`config.mk`:
```
export PLATFORM = sky130hd
export DESIGN_NAME = chain_dma_chan
export DESIGN_NICKNAME = d
export VERILOG_FILES = /design/src/rtl/chain_dma_pkg.sv /design/src/rtl/chain_dma_regs.sv /design/src/rtl/chain_dma_engine.sv /design/src/rtl/chain_dma_chan.sv
export SDC_FILE = /design/constraint.sdc
export NUM_CORES = 1
export LEC_CHECK = 0
export BUFFER_PORTS_ARGS = -buffer_cell sky130_fd_sc_hd__buf_2
export CAP_MARGIN = 15
export CORE_UTILIZATION = 30
export CTS_CLUSTER_DIAMETER = 150
export DETAILED_ROUTE_END_ITERATION = 6
export REMOVE_ABC_BUFFERS = 1
export SKIP_CTS_REPAIR_TIMING = 1
export SLEW_MARGIN = 30
export SYNTH_ARGS = -nofsm -noshare
export SYNTH_HDL_FRONTEND = slang
export SYNTH_SLANG_ARGS = --single-unit
```
`constraint.sdc`:
```
create_clock -name clk -period 5.9 [get_ports clk]
set_input_delay 0.295 -clock clk [delete_from_list [all_inputs] [get_ports clk]]
set_output_delay 0.295 -clock clk [all_outputs]
set_load 0.1 [all_outputs]
```
`src/rtl/chain_dma_pkg.sv`:
```
// Shared constants and types for the chained DMA channel.
// Assumes a 32-bit register port addressed by 4-bit word offsets.
package chain_dma_pkg;
    localparam int ADDR_W   = 32;
    localparam int REG_AW   = 4;
    localparam int NUM_AREG = 8;

    // address register slots; register offset = slot + 1
    localparam int IX_NEXT  = 0;
    localparam int IX_LIMIT = 1;
    localparam int IX_START = 2;
    localparam int IX_STOP  = 3;
    localparam int IX_SVNXT = 4;
    localparam int IX_SVLIM = 5;

    // control write bits
    localparam int CMD_SET_EN  = 0;
    localparam int CMD_SET_UPD = 1;
    localparam int CMD_CLR_DN  = 2;
    localparam int CMD_RESET   = 3;
    localparam int CMD_INIT    = 4;
    localparam int CMD_DIR     = 5;
    localparam int CMD_SET_IE  = 6;
    localparam int CMD_CLR_IE  = 7;

    typedef enum logic [1:0] {
        ST_IDLE  = 2'd0,
        ST_FETCH = 2'd1,
        ST_MEM   = 2'd2
    } eng_state_e;
endpackage

```
`src/rtl/chain_dma_regs.sv`:
```
// Register file and channel flags.
// Holds the eight address registers and the enable/update/complete/bus-exception flags.
// Applies engine events (advance, buffer end, error) and software writes.
// Assumes that software writes to an address register override a hardware update in the same cycle.
module chain_dma_regs
    import chain_dma_pkg::*;
(
    input  logic                   clk,
    input  logic                   rst_n,
    input  logic                   wr_en,
    input  logic [REG_AW-1:0]      wr_addr,
    input  logic [ADDR_W-1:0]      wr_data,
    input  logic [REG_AW-1:0]      rd_addr,
    output logic [ADDR_W-1:0]      rd_data,
    input  logic                   ev_adv,
    input  logic                   ev_end,
    input  logic [ADDR_W-2:0]      ev_end_addr,
    input  logic                   ev_err,
    input  logic [ADDR_W-2:0]      ev_err_addr,
    output logic [ADDR_W-2:0]      cur_next,
    output logic [ADDR_W-2:0]      cur_limit,
    output logic                   limit_eop,
    output logic                   run_en,
    output logic                   dir_wr,
    output logic                   abort,
    output logic                   irq
);
    logic [ADDR_W-1:0] areg [NUM_AREG];
    logic upd_q, done_q, bexc_q, ie_q;
    logic csr_wr, sw_reset, clr_hit;

    assign csr_wr   = wr_en && (wr_addr == '0);
    assign sw_reset = csr_wr && wr_data[CMD_RESET];
    assign clr_hit  = csr_wr && (wr_data[CMD_CLR_DN] || wr_data[CMD_RESET]);
    assign abort    = sw_reset;

    // Flag and address register updates: hardware events first, software last.
    always_ff @(posedge clk) begin
        if (!rst_n) begin
            for (int i = 0; i < NUM_AREG; i++) areg[i] <= '0;
            run_en <= 1'b0;
            upd_q  <= 1'b0;
            done_q <= 1'b0;
            bexc_q <= 1'b0;
            ie_q   <= 1'b0;
            dir_wr <= 1'b0;
        end else begin
            if (!sw_reset) begin
                if (ev_adv)
                    areg[IX_NEXT] <= {areg[IX_NEXT][ADDR_W-1], areg[IX_NEXT][ADDR_W-2:0] + 1'b1};
                if (ev_end) begin
                    done_q <= 1'b1;
                    areg[IX_SVLIM] <= {areg[IX_LIMIT][ADDR_W-1], ev_end_addr};
                    if (upd_q) begin
                        areg[IX_NEXT]  <= areg[IX_START];
                        areg[IX_LIMIT] <= areg[IX_STOP];
                        upd_q <= 1'b0;
                    end else begin
                        run_en <= 1'b0;
                    end
                end
                if (ev_err) begin
                    bexc_q <= 1'b1;
                    done_q <= 1'b1;
                    run_en <= 1'b0;
                    areg[IX_SVNXT] <= {1'b0, ev_err_addr};
                end
            end
            for (int i = 0; i < NUM_AREG; i++) begin
                if (wr_en && wr_addr == REG_AW'(i + 1)) areg[i] <= wr_data;
            end
            if (csr_wr) begin
                if (wr_data[CMD_RESET]) begin
                    run_en <= 1'b0;
                    upd_q  <= 1'b0;
                    done_q <= 1'b0;
                    bexc_q <= 1'b0;
                    dir_wr <= wr_data[CMD_DIR];
                    if (wr_data[CMD_INIT])
                        for (int i = 0; i < NUM_AREG; i++) areg[i] <= '0;
                end
                if (wr_data[CMD_CLR_DN])  done_q <= 1'b0;
                if (wr_data[CMD_SET_EN])  run_en <= 1'b1;
                if (wr_data[CMD_SET_UPD]) upd_q  <= 1'b1;
                if (wr_data[CMD_SET_IE])  ie_q   <= 1'b1;
                if (wr_data[CMD_CLR_IE])  ie_q   <= 1'b0;
            end
        end
    end

    // Read mux: status word at offset 0, address registers above it.
    always_comb begin
        rd_data = '0;
        if (rd_addr == '0) begin
            rd_data[0] = run_en;
            rd_data[1] = upd_q;
            rd_data[2] = done_q;
            rd_data[3] = bexc_q;
            rd_data[5] = dir_wr;
            rd_data[6] = ie_q;
        end
        for (int i = 0; i < NUM_AREG; i++) begin
            if (rd_addr == REG_AW'(i + 1)) rd_data = areg[i];
        end
    end

    assign cur_next  = areg[IX_NEXT][ADDR_W-2:0];
    assign cur_limit = areg[IX_LIMIT][ADDR_W-2:0];
    assign limit_eop = areg[IX_LIMIT][ADDR_W-1];
    assign irq       = done_q && ie_q;

    assert_done_sticky_R6: assert property (@(posedge clk) disable iff (!rst_n)
        done_q && !clr_hit |=> done_q);
    assert_chain_promote_R7: assert property (@(posedge clk) disable iff (!rst_n)
        ev_end && upd_q && run_en && !csr_wr |=> run_en && !upd_q);
    assert_stop_no_update_R8: assert property (@(posedge clk) disable iff (!rst_n)
        ev_end && !upd_q && !csr_wr |=> !run_en);
    assert_err_flags_R11: assert property (@(posedge clk) disable iff (!rst_n)
        ev_err && !csr_wr |=> bexc_q && done_q && !run_en);
    assert_reset_cmd_R2: assert property (@(posedge clk) disable iff (!rst_n)
        sw_reset && !wr_data[CMD_SET_EN] && !wr_data[CMD_SET_UPD] |=> !run_en && !upd_q && !done_q && !bexc_q);
endmodule

```
`src/rtl/chain_dma_engine.sv`:
```
// Transfer engine: walks the current buffer one word at a time.
// In memory-to-device direction it reads memory and forwards each word.
// In device-to-memory direction it takes a device word, then writes it.
// Reports advance, buffer-end and error events to the register file.
// Assumes one outstanding memory request, terminated by ack or err.
module chain_dma_engine
    import chain_dma_pkg::*;
#(
    parameter int DATA_W = 32
) (
    input  logic               clk,
    input  logic               rst_n,
    input  logic               run_en,
    input  logic               dir_wr,
    input  logic               abort,
    input  logic [ADDR_W-2:0]  cur_next,
    input  logic [ADDR_W-2:0]  cur_limit,
    input  logic               limit_eop,
    output logic               mem_req,
    output logic               mem_we,
    output logic [ADDR_W-1:0]  mem_addr,
    output logic [DATA_W-1:0]  mem_wdata,
    input  logic [DATA_W-1:0]  mem_rdata,
    input  logic               mem_ack,
    input  logic               mem_err,
    input  logic               dev_in_valid,
    input  logic [DATA_W-1:0]  dev_in_data,
    input  logic               dev_in_last,
    output logic               dev_in_ready,
    output logic               dev_out_valid,
    output logic [DATA_W-1:0]  dev_out_data,
    output logic               dev_out_last,
    output logic               ev_adv,
    output logic               ev_end,
    output logic [ADDR_W-2:0]  ev_end_addr,
    output logic               ev_err,
    output logic [ADDR_W-2:0]  ev_err_addr
);
    eng_state_e        state_q;
    logic [DATA_W-1:0] hold_q;
    logic              hold_last_q;
    logic [ADDR_W-2:0] next_inc;
    logic              cur_empty, hit_limit, mem_done;

    assign next_inc  = cur_next + 1'b1;
    assign cur_empty = (cur_next == cur_limit);
    assign hit_limit = (next_inc == cur_limit);
    assign mem_done  = (state_q == ST_MEM) && mem_ack && !mem_err && !abort;

    assign mem_req      = (state_q == ST_MEM);
    assign mem_we       = dir_wr;
    assign mem_addr     = {1'b0, cur_next};
    assign mem_wdata    = hold_q;
    assign dev_in_ready = (state_q == ST_FETCH) && run_en && !abort;
    assign ev_err_addr  = cur_next;

    // Event decode for the register file.
    always_comb begin
        ev_adv      = 1'b0;
        ev_end      = 1'b0;
        ev_err      = 1'b0;
        ev_end_addr = cur_next;
        if (state_q == ST_IDLE) begin
            if (run_en && !abort && cur_empty) ev_end = 1'b1;
        end else if (state_q == ST_MEM && !abort) begin
            if (mem_err) begin
                ev_err = 1'b1;
            end else if (mem_ack) begin
                ev_adv = 1'b1;
                if (hit_limit || (dir_wr && hold_last_q)) begin
                    ev_end      = 1'b1;
                    ev_end_addr = next_inc;
                end
            end
        end
    end

    // Sequencer: idle -> (fetch) -> memory access -> idle.
    always_ff @(posedge clk) begin
        if (!rst_n) begin
            state_q     <= ST_IDLE;
            hold_q      <= '0;
            hold_last_q <= 1'b0;
        end else begin
            case (state_q)
                ST_IDLE: begin
                    if (run_en && !abort && !cur_empty)
                        state_q <= dir_wr ? ST_FETCH : ST_MEM;
                end
                ST_FETCH: begin
                    if (abort || !run_en) begin
                        state_q <= ST_IDLE;
                    end else if (dev_in_valid) begin
                        hold_q      <= dev_in_data;
                        hold_last_q <= dev_in_last;
                        state_q     <= ST_MEM;
                    end
                end
                ST_MEM: begin
                    if (abort || mem_ack || mem_err) state_q <= ST_IDLE;
                end
                default: state_q <= ST_IDLE;
            endcase
        end
    end

    // Device output register: one pulse per word read from memory.
    always_ff @(posedge clk) begin
        if (!rst_n) begin
            dev_out_valid <= 1'b0;
            dev_out_data  <= '0;
            dev_out_last  <= 1'b0;
        end else begin
            dev_out_valid <= mem_done && !dir_wr;
            dev_out_last  <= mem_done && !dir_wr && hit_limit && limit_eop;
            if (mem_done && !dir_wr) dev_out_data <= mem_rdata;
        end
    end

    assert_req_hold_R4: assert property (@(posedge clk) disable iff (!rst_n)
        mem_req && !mem_ack && !mem_err && !abort |=> mem_req && $stable(mem_addr));
    assert_no_req_empty_R12: assert property (@(posedge clk) disable iff (!rst_n)
        (state_q == ST_IDLE) && cur_empty |=> !mem_req);
    assert_out_after_ack_R4: assert property (@(posedge clk) disable iff (!rst_n)
        dev_out_valid |-> $past(mem_ack) && !$past(dir_wr));
endmodule

```
`src/rtl/chain_dma_chan.sv`:
```
// Top of the chained double-buffered DMA channel.
// Connects the register file to the transfer engine.
// Assumes a word-addressed memory, with address bit 31 reserved as the end-of-packet marker.
module chain_dma_chan
    import chain_dma_pkg::*;
#(
    parameter int DATA_W = 32
) (
    input  logic               clk,
    input  logic               rst_n,
    input  logic               reg_we,
    input  logic [3:0]         reg_waddr,
    input  logic [31:0]        reg_wdata,
    input  logic [3:0]         reg_raddr,
    output logic [31:0]        reg_rdata,
    output logic               irq,
    output logic               mem_req,
    output logic               mem_we,
    output logic [31:0]        mem_addr,
    output logic [DATA_W-1:0]  mem_wdata,
    input  logic [DATA_W-1:0]  mem_rdata,
    input  logic               mem_ack,
    input  logic               mem_err,
    input  logic               dev_in_valid,
    input  logic [DATA_W-1:0]  dev_in_data,
    input  logic               dev_in_last,
    output logic               dev_in_ready,
    output logic               dev_out_valid,
    output logic [DATA_W-1:0]  dev_out_data,
    output logic               dev_out_last
);
    logic [ADDR_W-2:0] cur_next, cur_limit, ev_end_addr, ev_err_addr;
    logic limit_eop, run_en, dir_wr, abort, ev_adv, ev_end, ev_err;

    chain_dma_regs u_regs (
        .clk(clk), .rst_n(rst_n),
        .wr_en(reg_we), .wr_addr(reg_waddr), .wr_data(reg_wdata),
        .rd_addr(reg_raddr), .rd_data(reg_rdata),
        .ev_adv(ev_adv), .ev_end(ev_end), .ev_end_addr(ev_end_addr),
        .ev_err(ev_err), .ev_err_addr(ev_err_addr),
        .cur_next(cur_next), .cur_limit(cur_limit), .limit_eop(limit_eop),
        .run_en(run_en), .dir_wr(dir_wr), .abort(abort), .irq(irq)
    );

    chain_dma_engine #(.DATA_W(DATA_W)) u_engine (
        .clk(clk), .rst_n(rst_n),
        .run_en(run_en), .dir_wr(dir_wr), .abort(abort),
        .cur_next(cur_next), .cur_limit(cur_limit), .limit_eop(limit_eop),
        .mem_req(mem_req), .mem_we(mem_we), .mem_addr(mem_addr),
        .mem_wdata(mem_wdata), .mem_rdata(mem_rdata),
        .mem_ack(mem_ack), .mem_err(mem_err),
        .dev_in_valid(dev_in_valid), .dev_in_data(dev_in_data),
        .dev_in_last(dev_in_last), .dev_in_ready(dev_in_ready),
        .dev_out_valid(dev_out_valid), .dev_out_data(dev_out_data),
        .dev_out_last(dev_out_last),
        .ev_adv(ev_adv), .ev_end(ev_end), .ev_end_addr(ev_end_addr),
        .ev_err(ev_err), .ev_err_addr(ev_err_addr)
    );
endmodule

```
==> metrics.yaml <==
pwr:
  net-switching-power_uw: 1530
  p_int_uw: 4060
  seq_power_share_pct: 44.8
  clockPowerShare_pct: 44.5
  peakVddDrop_mv: 0.153
  pwr-share-comb_pct: 10.8
  switching_share_pct: 27.3
  leakage_uw: 0.00728
  powerDensity_mw_per_mm2: 276
worst_setup_path:
  r2r_setup_slack_ps: 1130
  crit_fanout: 15
  r2r_cells: 11
  startpoint_type: "flop"
  critPathCaptureType: "flop"
  worst_ep_arrival_time_ps: 5120
  path_class: "reg -> reg"
  cp_data_required_time_ps: 6260
min_path:
  hold_path.class: "in -> reg"
  min_path_cells: 3
floorplanning:
  num_rows: 86
  dieArea_mm2: 0.0577
  initial_core_util_pct: 30.7
  fp.dieH_um: 240
  io_pins: 245
  core-area_mm2: 0.0555
  die_w_um: 240
route:
  ant_nets: 0
  finalWirelength_um: 64200
  dr.pass1.iters: 6
  wl_per_cell_um: 22.2
  drt_iter0_drc: 1838
  drcViolationCount: 0
  vias: 15800
  avgViaCountPerCell: 5.47
timing:
  rsz0062_at_grt: "no"
  slew_headroom_pct: 33.6
  finalSetupTns_ps: 0
  slew_viol_final: 0
  setup-violations-final: 0
  whs_ps: -20.4
  hold_viol_final: 16
  tightest_slew_ps: 996
  min_period_ps: 4770
  fmax_ghz: 0.210
  clock_skew_ps: 19.5
  fin_crit_sh_pct: 80.8
yosys:
  yosys.area_share.simple_pct: 22.2
  synth_top_family_by_area: "simple AND/OR/NAND/NOR gates"
  synthAdderAreaFrac_pct: 0.0735
  synthCells: 1965
  yosysSeqAreaShare_pct: 46.5
  syn_area_mm2: 0.0170
  synth_compound_area_share_pct: 19.6
  yosys_warnings: 0
  synth-xor-area-share_pct: 5.15
  ys_ff_latch: 331
  async_reset_ff_share_pct: 0
  synth_edf_count: 128
  synth_flop_cell: "dfxtp_1"
  avgSynthCellArea_um2: 8.66
  yosysUniqueCellTypes: 73
  synthMuxAreaShare_pct: 0.632
finish:
  area_growth_syn_to_layout_pct: 19.0
  final_common_cell: "nand2_1"
  layout.nets: 2222
  layout_common_cells: "nand2_1 (472), buf_2 (242), dfxtp_1 (203), edfxtp_1 (128), a21oi_1 (107)"
  final_cell_area_mm2: 0.0202
  drive_above_1_share_pct: 18.5
global_routing:
  grt_pass1_vias: 15300
  antenna_found_initial: 7
  grt_overflow_total: 0
  grtUsageTotal_pct: 21.8
  grt_max_degree: 55
  grt_pass1_wl_um: 95800
clock_network:
  htreeDepth: 2
  cts_buffer_depth: 3
  worstSkewPairLatency_ps: 560
  cts-root-buf: "clkbuf_16"
  cts.clk_slew.worst_paths_ps: 60
  cts_tree: "yes"
  clkSinkCount: 331
  cts_made_buffers: 38
place:
  numPortBuffers: 243
  postPlaceCellArea_mm2: 0.0187
  gp_congestion: 0.972
  hpwl_um: 43100
outcome:
  violations: "negative hold slack"
  outcome: "finished with violations"
flow_run:
  drv_cap: 0
## cells by family after synthesis
family / count (synthesis)
AND/OR/NAND/NOR: 829
other: 1
adder cells (fa/ha/maj): 1
AO/OA/AOI/OAI: 481
buffers and inverters: 212
flip-flops: 331
multiplexers: 10
XOR/XNOR: 100
## worst max-delay path, stage by stage, from the launching register on
cell	delay (ps)
edfxtp_1	670
nand4_2	250
or4_1	690
or4b_1	590
a211oi_2	230
o22ai_1	170
nor4_4	420
a311oi_2	290
nor3_4	760
buf_4	330
nand2_1	70
o311ai_0	80
## power groups by stage
stage / sequential, uW / combinational, uW / clock, uW
finish: 2500 / 602 / 2480
detailed placement: 2550 / 586 / 0
global placement: 2550 / 582 / 0
floorplan: 2600 / 299 / 0
CTS: 2500 / 588 / 2520
global route: 2510 / 634 / 2600
## through the flow
step	hold slack [ps]	worst slack (ps)	total power (uW)	cells	util [%]
4_1_cts	-46.1	1080	5610	2863	36.0
2_1_floorplan	409	-212	2900	1756	-
5_1_grt	-11.2	864	5740	2893	36.5
3_5_place_dp	443	1100	3130	2793	33.6
3_3_place_gp	438	1260	3130	2792	33.6
6_report	-20.4	1130	5590	2895	36.5
## cell usage after synthesis (2+ instances only)
cell | number | area [um^2]
nand3b_1 | 4 | 30.0
a22oi_1 | 75 | 563
buf_2 | 20 | 100
and3b_1 | 2 | 17.5
edfxtp_1 | 128 | 3840
a221o_1 | 14 | 140
a21o_1 | 2 | 15.0
or3_1 | 6 | 37.5
mux2_2 | 6 | 67.6
a21oi_1 | 107 | 536
o311ai_0 | 13 | 114
buf_1 | 10 | 37.5
mux2i_1 | 4 | 40.0
nand4b_1 | 3 | 26.3
or2_2 | 5 | 31.3
nor3_1 | 24 | 120
nand2b_1 | 8 | 50.1
a32oi_1 | 3 | 26.3
or4_1 | 4 | 30.0
nand4_1 | 40 | 250
and2_1 | 73 | 457
buf_6 | 3 | 33.8
nand2_1 | 475 | 1780
dfxtp_1 | 203 | 4060
inv_1 | 3 | 11.3
o21ai_0 | 36 | 180
nor3b_1 | 7 | 52.6
a211oi_1 | 3 | 22.5
nand3_1 | 30 | 150
nor3_4 | 2 | 32.5
and3_1 | 10 | 62.6
nor2_1 | 105 | 394
clkbuf_1 | 138 | 518
a21boi_0 | 67 | 503
nor2b_1 | 5 | 31.3
buf_4 | 38 | 285
and4_1 | 2 | 17.5
nor4_1 | 14 | 87.6
a31oi_1 | 46 | 288
xor2_1 | 45 | 394
o21ai_1 | 5 | 25.0
o22ai_1 | 32 | 200
a222oi_1 | 28 | 280
a22o_1 | 34 | 298
xnor2_1 | 55 | 482
## layer usage
layer	global-route usage, %	part of all wire (%)
met1	29.0	42
met2	35.1	47
met3	4.25	8.2
met4	7.84	2.9
met5	0	0
## final timing paths
path                                     from                                     end
max reg2reg   u_regs.areg[0][2]$_SDFFCE_PN0P_        u_regs.areg[0][21]$_SDFFCE_PN0P_
max           u_regs.areg[0][2]$_SDFFCE_PN0P_        u_regs.areg[0][21]$_SDFFCE_PN0P_
min reg2reg  u_regs.areg[0][200]$_SDFFE_PP0P_        u_regs.areg[0][200]$_SDFFE_PP0P_
min                             mem_rdata[14]  u_engine.dev_out_data[14]$_SDFFE_PN0P_
## flip-flops by register name, summed over array words and instances (netlist names), 2 cells and up
name	count
u_engine.dev_out_data	32
u_engine.mem_wdata	32
u_engine.state_q	2
u_regs.areg	256
## cell type report
cell class | count | area (um^2)
Sequential cell | 331 | 7910
Antenna cell | 7 | 17.5
Multi-Input combinational cell | 1422 | 8260
Tap cell | 748 | 936
Timing Repair Buffer | 314 | 1820
Clock buffer | 59 | 1190
Clock inverter | 11 | 105
Inverter | 3 | 11.3
Fill cell | 5759 | 35300
Note: power is estimated with default switching activity, not from simulation.
